### src/rtl/rmon_pkg.sv
package rmon_pkg;
  localparam int CNT_W     = 32;
  localparam int BYTE_W    = 45;
  localparam int HI_W      = BYTE_W - CNT_W;
  localparam int HIST_BINS = 7;
  localparam int RX_FLAGS  = 8;
  localparam int TX_FLAGS  = 4;
  // per-direction slot layout: 0 byte low, 1 byte high, 2 frames, flags, bins
  localparam int RX_SLOTS  = 3 + RX_FLAGS + HIST_BINS;
  localparam int TX_SLOTS  = 3 + TX_FLAGS + HIST_BINS;
  localparam int TX_BASE   = RX_SLOTS;
  localparam int DROP_ADDR = RX_SLOTS + TX_SLOTS;
  localparam int ADDR_W    = $clog2(DROP_ADDR + 1);

  typedef logic [2:0] bin_t;

  function automatic bin_t len_bin(input logic [31:0] len);
    if (len <= 32'd64)        return 3'd0;
    else if (len <= 32'd127)  return 3'd1;
    else if (len <= 32'd255)  return 3'd2;
    else if (len <= 32'd511)  return 3'd3;
    else if (len <= 32'd1023) return 3'd4;
    else if (len <= 32'd1518) return 3'd5;
    else                      return 3'd6;
  endfunction
endpackage

### src/rtl/rmon_ctr.sv
module rmon_ctr #(
  parameter int W  = 32,
  parameter int IW = 1
) (
  input  logic          clk,
  input  logic          rst_n,
  input  logic          clr_all,
  input  logic          clr_rd,
  input  logic          inc_en,
  input  logic [IW-1:0] inc_amt,
  output logic [W-1:0]  cnt
);
  logic [W-1:0] cnt_q;
  logic [W-1:0] cnt_d;
  logic         upd;

  // global clear beats read clear; a read clear keeps a same-cycle increment
  always_comb begin
    upd   = clr_all | clr_rd | inc_en;
    cnt_d = cnt_q;
    if (clr_all)
      cnt_d = '0;
    else if (clr_rd)
      cnt_d = inc_en ? W'(inc_amt) : '0;
    else if (inc_en)
      cnt_d = cnt_q + W'(inc_amt);
  end

  always_ff @(posedge clk or negedge rst_n) begin
    if (!rst_n)
      cnt_q <= '0;
    else if (upd)
      cnt_q <= cnt_d;
  end

  assign cnt = cnt_q;
endmodule

### src/rtl/rmon_dir_bank.sv
module rmon_dir_bank
  import rmon_pkg::*;
#(
  parameter int NFLAG = 8,
  parameter int LEN_W = 14,
  localparam int NSLOT = 3 + NFLAG + HIST_BINS,
  localparam int IDX_W = $clog2(NSLOT)
) (
  input  logic             clk,
  input  logic             rst_n,
  input  logic             clr_all,
  input  logic             evt_vld,
  input  logic [LEN_W-1:0] evt_len,
  input  logic [NFLAG-1:0] evt_flags,
  input  logic             rd_en,
  input  logic [IDX_W-1:0] rd_idx,
  output logic [CNT_W-1:0] rd_val
);
  localparam int NEV = 1 + NFLAG + HIST_BINS;

  bin_t              bin;
  logic [NEV-1:0]    ev_inc;
  logic [CNT_W-1:0]  ev_cnt [NEV];
  logic [BYTE_W-1:0] byte_cnt;
  logic              rd_lo;
  logic [HI_W-1:0]   hi_q;
  logic [HI_W-1:0]   hi_d;
  logic              hi_en;

  assign bin   = len_bin(32'(evt_len));
  assign rd_lo = rd_en && (rd_idx == '0);

  always_comb begin
    ev_inc[0] = evt_vld;
    for (int i = 0; i < NFLAG; i++)
      ev_inc[1+i] = evt_vld & evt_flags[i];
    for (int b = 0; b < HIST_BINS; b++)
      ev_inc[1+NFLAG+b] = evt_vld && (bin == 3'(b));
  end

  generate
    for (genvar g = 0; g < NEV; g++) begin : g_ev
      rmon_ctr #(.W(CNT_W), .IW(1)) u_ctr (
        .clk     (clk),
        .rst_n   (rst_n),
        .clr_all (clr_all),
        .clr_rd  (rd_en && (rd_idx == IDX_W'(g + 2))),
        .inc_en  (ev_inc[g]),
        .inc_amt (1'b1),
        .cnt     (ev_cnt[g])
      );
    end
  endgenerate

  rmon_ctr #(.W(BYTE_W), .IW(LEN_W)) u_bytes (
    .clk     (clk),
    .rst_n   (rst_n),
    .clr_all (clr_all),
    .clr_rd  (rd_lo),
    .inc_en  (evt_vld),
    .inc_amt (evt_len),
    .cnt     (byte_cnt)
  );

  // upper byte-total bits captured at low-word read
  always_comb begin
    hi_en = clr_all | rd_lo;
    hi_d  = clr_all ? '0 : byte_cnt[BYTE_W-1:CNT_W];
  end

  always_ff @(posedge clk or negedge rst_n) begin
    if (!rst_n)
      hi_q <= '0;
    else if (hi_en)
      hi_q <= hi_d;
  end

  always_comb begin
    rd_val = '0;
    if (rd_idx == IDX_W'(0))
      rd_val = byte_cnt[CNT_W-1:0];
    else if (rd_idx == IDX_W'(1))
      rd_val = CNT_W'(hi_q);
    else
      for (int g = 0; g < NEV; g++)
        if (rd_idx == IDX_W'(g + 2))
          rd_val = ev_cnt[g];
  end
endmodule

### src/rtl/rmon_stat_bank.sv
module rmon_stat_bank
  import rmon_pkg::*;
#(
  parameter int LEN_W = 14
) (
  input  logic                clk,
  input  logic                rst_n,
  input  logic                clr_stats,
  input  logic                rx_evt,
  input  logic [LEN_W-1:0]    rx_len,
  input  logic [RX_FLAGS-1:0] rx_flags,
  input  logic                tx_evt,
  input  logic [LEN_W-1:0]    tx_len,
  input  logic [TX_FLAGS-1:0] tx_flags,
  input  logic                cong_drop,
  input  logic                rd_en,
  input  logic [ADDR_W-1:0]   rd_addr,
  output logic                rd_vld,
  output logic [CNT_W-1:0]    rd_data
);
  localparam int RX_IW = $clog2(RX_SLOTS);
  localparam int TX_IW = $clog2(TX_SLOTS);

  logic             rx_hit, tx_hit, drop_hit;
  logic [RX_IW-1:0] rx_idx;
  logic [TX_IW-1:0] tx_idx;
  logic [CNT_W-1:0] rx_val, tx_val, drop_cnt, rd_sel;
  logic [CNT_W-1:0] rd_data_q, rd_data_d;
  logic             rd_vld_q;

  always_comb begin
    rx_hit   = rd_en && (rd_addr < ADDR_W'(TX_BASE));
    tx_hit   = rd_en && (rd_addr >= ADDR_W'(TX_BASE)) && (rd_addr < ADDR_W'(DROP_ADDR));
    drop_hit = rd_en && (rd_addr == ADDR_W'(DROP_ADDR));
    rx_idx   = RX_IW'(rd_addr);
    tx_idx   = TX_IW'(rd_addr - ADDR_W'(TX_BASE));
  end

  rmon_dir_bank #(.NFLAG(RX_FLAGS), .LEN_W(LEN_W)) u_rx (
    .clk       (clk),
    .rst_n     (rst_n),
    .clr_all   (clr_stats),
    .evt_vld   (rx_evt),
    .evt_len   (rx_len),
    .evt_flags (rx_flags),
    .rd_en     (rx_hit),
    .rd_idx    (rx_idx),
    .rd_val    (rx_val)
  );

  rmon_dir_bank #(.NFLAG(TX_FLAGS), .LEN_W(LEN_W)) u_tx (
    .clk       (clk),
    .rst_n     (rst_n),
    .clr_all   (clr_stats),
    .evt_vld   (tx_evt),
    .evt_len   (tx_len),
    .evt_flags (tx_flags),
    .rd_en     (tx_hit),
    .rd_idx    (tx_idx),
    .rd_val    (tx_val)
  );

  // congestion drops: cleared only by the global clear
  rmon_ctr #(.W(CNT_W), .IW(1)) u_drop (
    .clk     (clk),
    .rst_n   (rst_n),
    .clr_all (clr_stats),
    .clr_rd  (1'b0),
    .inc_en  (cong_drop),
    .inc_amt (1'b1),
    .cnt     (drop_cnt)
  );

  always_comb begin
    if (rx_hit)        rd_sel = rx_val;
    else if (tx_hit)   rd_sel = tx_val;
    else if (drop_hit) rd_sel = drop_cnt;
    else               rd_sel = '0;
    rd_data_d = rd_en ? rd_sel : rd_data_q;
  end

  always_ff @(posedge clk or negedge rst_n) begin
    if (!rst_n) begin
      rd_data_q <= '0;
      rd_vld_q  <= 1'b0;
    end else begin
      rd_vld_q <= rd_en;
      if (rd_en)
        rd_data_q <= rd_data_d;
    end
  end

  assign rd_vld  = rd_vld_q;
  assign rd_data = rd_data_q;
endmodule

### config.mk
export PLATFORM = sky130hd
export DESIGN_NAME = rmon_stat_bank
export DESIGN_NICKNAME = d
export VERILOG_FILES = /design/src/rtl/rmon_pkg.sv /design/src/rtl/rmon_ctr.sv /design/src/rtl/rmon_dir_bank.sv /design/src/rtl/rmon_stat_bank.sv
export SDC_FILE = /design/constraint.sdc
export NUM_CORES = 2
export LEC_CHECK = 0
export CAP_MARGIN = 20
export CORE_UTILIZATION = 30
export CTS_CLUSTER_DIAMETER = 100
export DETAILED_ROUTE_END_ITERATION = 8
export PLACE_DENSITY = 0.46
export SLEW_MARGIN = 15
export SYNTH_ARGS = -nofsm -noshare
export SYNTH_HDL_FRONTEND = slang
export SYNTH_SLANG_ARGS = --single-unit
### constraint.sdc
create_clock -name clk -period 3.1 [get_ports clk]
set_input_delay 0.62 -clock clk [delete_from_list [all_inputs] [get_ports clk]]
set_output_delay 0.62 -clock clk [all_outputs]
set_load 0.02 [all_outputs]
=== Yosys cells after proc, flatten, opt, wreduce, memory -nomap -nowiden ===
Index checks and enable logic that the tools add are counted.

* $add $sub $neg: 32
* $lt $le $gt $ge: 15
* Equality and inequality tests: 43
* Mux-type cells: 171
* Bitwise operators: 73
* Reduce and logical (&&, ||, !) cells: 114

{| class="wikitable"
|+ Operators with widths
! cell !! number
|-
| $mux 32 || 121
|-
| $add 32x1->32 const B || 29
|-
| $mux 45 || 6
|-
| $add 45x14->45 || 2
|-
| $reduce_bool 3->1 || 30
|-
| $reduce_and 2->1 || 31
|-
| $or 1x1->1 || 61
|-
| $le 14x7->1 const B || 4
|-
| $logic_and 1x1->1 || 48
|-
| $eq 5x4->1 const B || 8
|-
| $mux 3 || 10
|-
| $le 14x10->1 const B || 2
|-
| $le 14x11->1 const B || 2
|-
| $le 14x8->1 const B || 2
|-
| $le 14x9->1 const B || 2
|-
| $mux 1 || 28
|-
| $mux 14 || 2
|-
| $mux 13 || 2
|-
| $eq 4x4->1 const B || 6
|-
| $eq 5x3->1 const B || 4
|-
| $eq 3x3->1 const B || 6
|-
| $eq 4x3->1 const B || 4
|-
| $and 1x1->1 || 12
|-
| $eq 3x2->1 const B || 4
|-
| 16 further kinds || 22
|}

* Bits in registers: 1,077
* Input port bits: 53

=== Longest topological paths before layout ===
* Depth in word-level cells: 20
* Mapped depth: 18

=== Cells and area by module ===
Synthesis repeated with hierarchy kept, for this count alone.

* Cells, all modules: 7,941
* Area total of the unflattened synthesis: 69,750.6 µm²

{| class="wikitable"
|+ Modules (own cells, without submodules)
! module !! instances !! cells each !! area each (µm²) !! seq. area each (µm²)
|-
| rmon_ctr (u_drop ...) || 29 || 180 || 1,717.9 || 800.8
|-
| rmon_dir_bank (u_rx) || 1 || 974 || 6,241.0 || 325.3
|-
| rmon_dir_bank (u_tx) || 1 || 811 || 5,331.4 || 325.3
|-
| rmon_ctr (u_tx.u_bytes) || 1 || 395 || 3,339.5 || 1,126.1
|-
| rmon_ctr (u_rx.u_bytes) || 1 || 377 || 3,130.5 || 1,126.1
|-
| rmon_stat_bank || 1 || 164 || 1,889.3 || 825.8
|}

=== Least setup slack after synthesis ===
Ideal clock, no wire load.

* Path kind: input-to-reg
* From: input rd_addr[1]
* To: register u_tx.g_ev[3].u_ctr.cnt_q[2]
* Arrival time: 3.928 ns
* Data required time: 2.968 ns
* Setup slack: -0.960 ns
* Cell stages on the path: 16
* Buffers on the path: 10
* Cells stage by stage: buf_2 buf_2 buf_2 inv_1 clkbuf_1 clkbuf_1 ha_1 clkbuf_1 nand2b_1 clkbuf_1 nor3_1 clkbuf_1 buf_2 a21o_1 clkbuf_1 nor2_1

* Cells in the longest elaborated chain, start to end: 7
* Elaborated cells between the ends (all ways): 13
* Those cells by class: 1 x add/sub; 2 x order compare; 1 x eq/ne; 2 x mux; 2 x bitwise; 5 x reduce/logical

{| class="wikitable"
|+ RTL lines
! element !! RTL line !! RTL
|-
| start, declared || rmon_stat_bank.sv:17 || <nowiki>input logic [ADDR_W-1:0] rd_addr,</nowiki>
|-
| branches (longest 3 deep; another with $sub 4x2->4) || - ||
|-
| $logic_and 1x1->1 * || rmon_dir_bank.sv:47 || <nowiki>.clr_rd (rd_en && (rd_idx == IDX_W'(g + 2))),</nowiki>
|-
| $or 1x1->1 (2 in series) || rmon_ctr.sv:19 || <nowiki>upd = clr_all | clr_rd | inc_en;</nowiki>
|-
| $reduce_and 2->1 (no source line) || - ||
|-
| end signal, assigned || rmon_ctr.sv:33 || <nowiki>cnt_q <= cnt_d;</nowiki>
|-
| end, declared || rmon_ctr.sv:13 || <nowiki>logic [W-1:0] cnt_q;</nowiki>
|}

Every way passes the cells marked *.
A chain may end at the register's enable or synchronous reset.

=== Final worst setup path ===
* From: input rd_addr[1]
* To: register rd_data_q[0], in the netlist rd_data[0]

* Cells in the longest elaborated chain, start to end: 20
* Elaborated cells between the ends (all ways): 76
* Those cells by class: 1 x add/sub; 3 x order compare; 31 x eq/ne; 35 x mux; 6 x reduce/logical

{| class="wikitable"
|+ RTL lines
! element !! RTL line !! RTL
|-
| branches (longest 19 deep; another with $sub 4x2->4) || - ||
|-
| $mux 32 * || rmon_stat_bank.sv:75 || <nowiki>if (rx_hit) rd_sel = rx_val;</nowiki>
|-
| end signal, assigned || rmon_stat_bank.sv:89 || <nowiki>rd_data_q <= rd_data_d;</nowiki>
|-
| end, declared || rmon_stat_bank.sv:28 || <nowiki>logic [CNT_W-1:0] rd_data_q, rd_data_d;</nowiki>
|}

Marks and branches as above.

==> results by group <==
CTS
  – Clock root buffer: clkbuf_16
  – Clk buf depth: 3
  – Clock transition at path regs: 60 ps
  – CTS Buf Count: 137
  – Post-CTS setup buffer count: 0
  – H-tree depth: 4
  – Clk Latency, worst-skew pair: 810 ps
  – CTS tree: yes
  – Sink Count: 1077

Placed design
  – Post-DP HPWL: 236000 um
  – GPL Wtd Cong: 0.995
  – Port Buffers: 85

Timing
  – RSZ-0062 raised after global routing: false
  – Final hold violation count: 0
  – Hold slack: 257 ps
  – Tcrit/Tclk final: 98.6%
  – Slew at the pin closest to its max-slew limit: 966 ps
  – Setup Skew: 53.4 ps
  – Number of setup violations in the final report: 0
  – Maximum clock rate: 327 MHz
  – Relative slew slack: 35.4%
  – Fin crit period: 3060 ps
  – Final Slew Violations: 0

Setup path
  – Cell family with most CP delay: buffers and inverters
  – Crit start category: primary input
  – CP max FO: 14
  – CP arrival: 3730 ps
  – Most Frequent Cell on Critical Path: buf_4
  – CP max-delay cell: nand2b_1
  – Crit-path cells: buf_6 -> buf_4 -> nand2b_1 -> nor2_1 -> buf_4 -> buf_4 -> a22oi_1 -> nand4_1 -> a211oi_2 -> buf_4 -> o21ai_0 -> buf_4 -> a211o_1
  – Worst path required time: 3770 ps
  – Slowest stage delay, CP: 400 ps
  – CP endpoint kind: register
  – Crit path kind: primary input to register
  – Buf+Inv Stages, Crit Path: 6

Routing
  – Wirelength per Cell: 27.3 um
  – DRC: 0
  – TritonRoute pass-1 iters: 8
  – Post-Route WL: 300000 um
  – Vias/cell: 5.59
  – Post-route ant nets: 0
  – Vias: 61400
  – Drt first-iter violations: 6839

Synth
  – Syn Std Cell Area: 62600 um^2
  – Top-count cell post-synth: nor2_1
  – Number of flops mapped to enable cells by yosys: 0
  – Async set-or-reset flop fraction in the synthesized netlist: 100%
  – Top cells by area, synth: dfrtp_1, xor2_1, nor2_1
  – Leading area contributor after synthesis: dfrtp_1
  – Cell count after synthesis: 7198
  – Syn avg cell area: 8.70 um^2
  – Commonest cells in the netlist: nor2_1, dfrtp_1, nand2_1, xor2_1, nand3_1
  – Post-synthesis sequential area ratio: 43.0%
  – Synth top area share: 43.0%
  – Ys flop type: dfrtp_1
  – YS warnings: 0
  – Syn nets: 7312
  – Post-synthesis register bit count: 1077
  – Distinct cells, synth: 102

Global routing
  – Number of global-route vias before repair: 58100
  – Total GRT Usage: 28.1%
  – Antenna violations before repair: 10
  – Gr ovfl total: 0
  – First-pass GRT wire length: 431000 um
  – Largest net degree at the start of global routing: 93

Pwr
  – Final Total Pwr: 0.0350 W
  – Pwr/cell area: 442 nW/um^2
  – Maximum VDD drop: 612 uV
  – Pleak: 33.2 nW

Die
  – Die Width: 459 um
  – Total I/O pin count: 86
  – Core area: 207000 um^2
  – Die height: 459 um
  – Core Rows: 167
  – Initial Utilization: 30.2%
  – Total Die Area: 211000 um^2

Run
  – Max-cap violations: 0

Status
  – Status: complete, no violations

Finish
  – Final net count: 8213
  – Layout cells sized above 1: 16.8%
  – Final design utilization: 38.1%
  – Synthesis-to-layout area growth: 26.1%

Hold path
  – Hold WC Path Type: primary input to register
[area by class of cell]
cell class,instances,area (um^2)
timing repair buffer,1120,9570
clock inverter,43,502
sequential,1077,27000
multi-input combinational,5666,34100
clock buffer,193,4000
antenna,2,5.00
inverter,97,369
tap,2788,3490
fill,21400,128000
[kinds of logic (layout without fill, tap and decap cells)]
family	after synthesis	count (layout)	synth area share (%)
mux	79	79	1.30
other cells	0	2	0
fa+ha+maj	61	61	1.24
flops	1077	1077	43.0
buf+inv	455	1453	2.87
simple gates	3296	3296	25.3
xor+xnor	856	856	12.0
compound gates	1374	1374	14.3
[layout by cell type (no fill, tap or decap), types with 142 or more instances in the layout]
master and n:
a21oi_1 384, buf_4 957, o21ai_0 320, and3_1 165, dfrtp_1 1077, nand2_1 684, nor3_1 145, nor2_1 1163
nand3_1 418, xor2_1 595, clkbuf_16 142, xnor2_1 259, nand4_1 219
[path summary, 6_finish.rpt]
kind	start	endpoint	slack (ps)	cells past startpoint
setup / recovery	rd_addr[1]	rd_data[0]	40	13
hold reg to reg	u_tx.u_bytes.cnt[36]	u_tx.hi_q[4]	520	2
hold / removal	clr_stats	u_rx.g_ev[0].u_ctr.cnt[0]	260	2
setup reg to reg	u_tx.g_ev[1].u_ctr.cnt[5]	rd_data[5]	170	8
min in group asynchronous	rst_n	u_rx.g_ev[3].u_ctr.cnt[14]	440	2
max in group asynchronous	rst_n	u_tx.g_ev[5].u_ctr.cnt[26]	1600	4
[through the flow]
stage               cells  cell area, um^2  worst slack [ps]  TNS [ps]
floorplan            7198            62900              -131     -1360
global placement    10700            74500              -822    -77080
detailed placement  10700            74500              -816    -80900
CTS                 11000            79000              14.2         0
global route        11000            79000              51.5         0
finish              11000            79000              44.0         0
[per-layer routing]
metal	global-route usage (%)	share of wire [%]	up-vias
met5	0	0.0087	-
li1	-	-	27500
met4	11.2	4.6	4
met2	43.4	45	2364
met1	39.6	45	31000
met3	3.37	6.1	528
[state kept, by name (all words and copies together) (netlist names)]
register             count
u_drop.cnt              32
u_rx.u_bytes.cnt        45
u_rx.g_ev.u_ctr.cnt    512
rd_data                 32
u_rx.hi_q               13
u_tx.u_bytes.cnt        45
u_tx.hi_q               13
u_tx.g_ev.u_ctr.cnt    384
rd_vld                   1
[worst reg2reg max path: stages (launching register included)]
cell       delay [ps]
dfrtp_1           480
nand2_1           110
a2111oi_0         730
a221o_1           300
a21oi_1            80
buf_4             170
o21ai_0           410
a221o_1           410
a221o_1           190
[report_power, final]
| group | internal [W] | switching [W] |
|---|---|---|
| Clock | 0.00964 | 0.00672 |
| Sequential | 0.0142 | 0.000242 |
| Combinational | 0.00155 | 0.00262 |
| Total | 0.0254 | 0.00958 |
[repair_timing]
item	4_1_cts	5_1_grt
gates resized for setup	0	6
setup endpoints to repair	0	5
hold buffers	1	0
hold endpoints to repair	18	0
(Power assumes the default switching activity.)
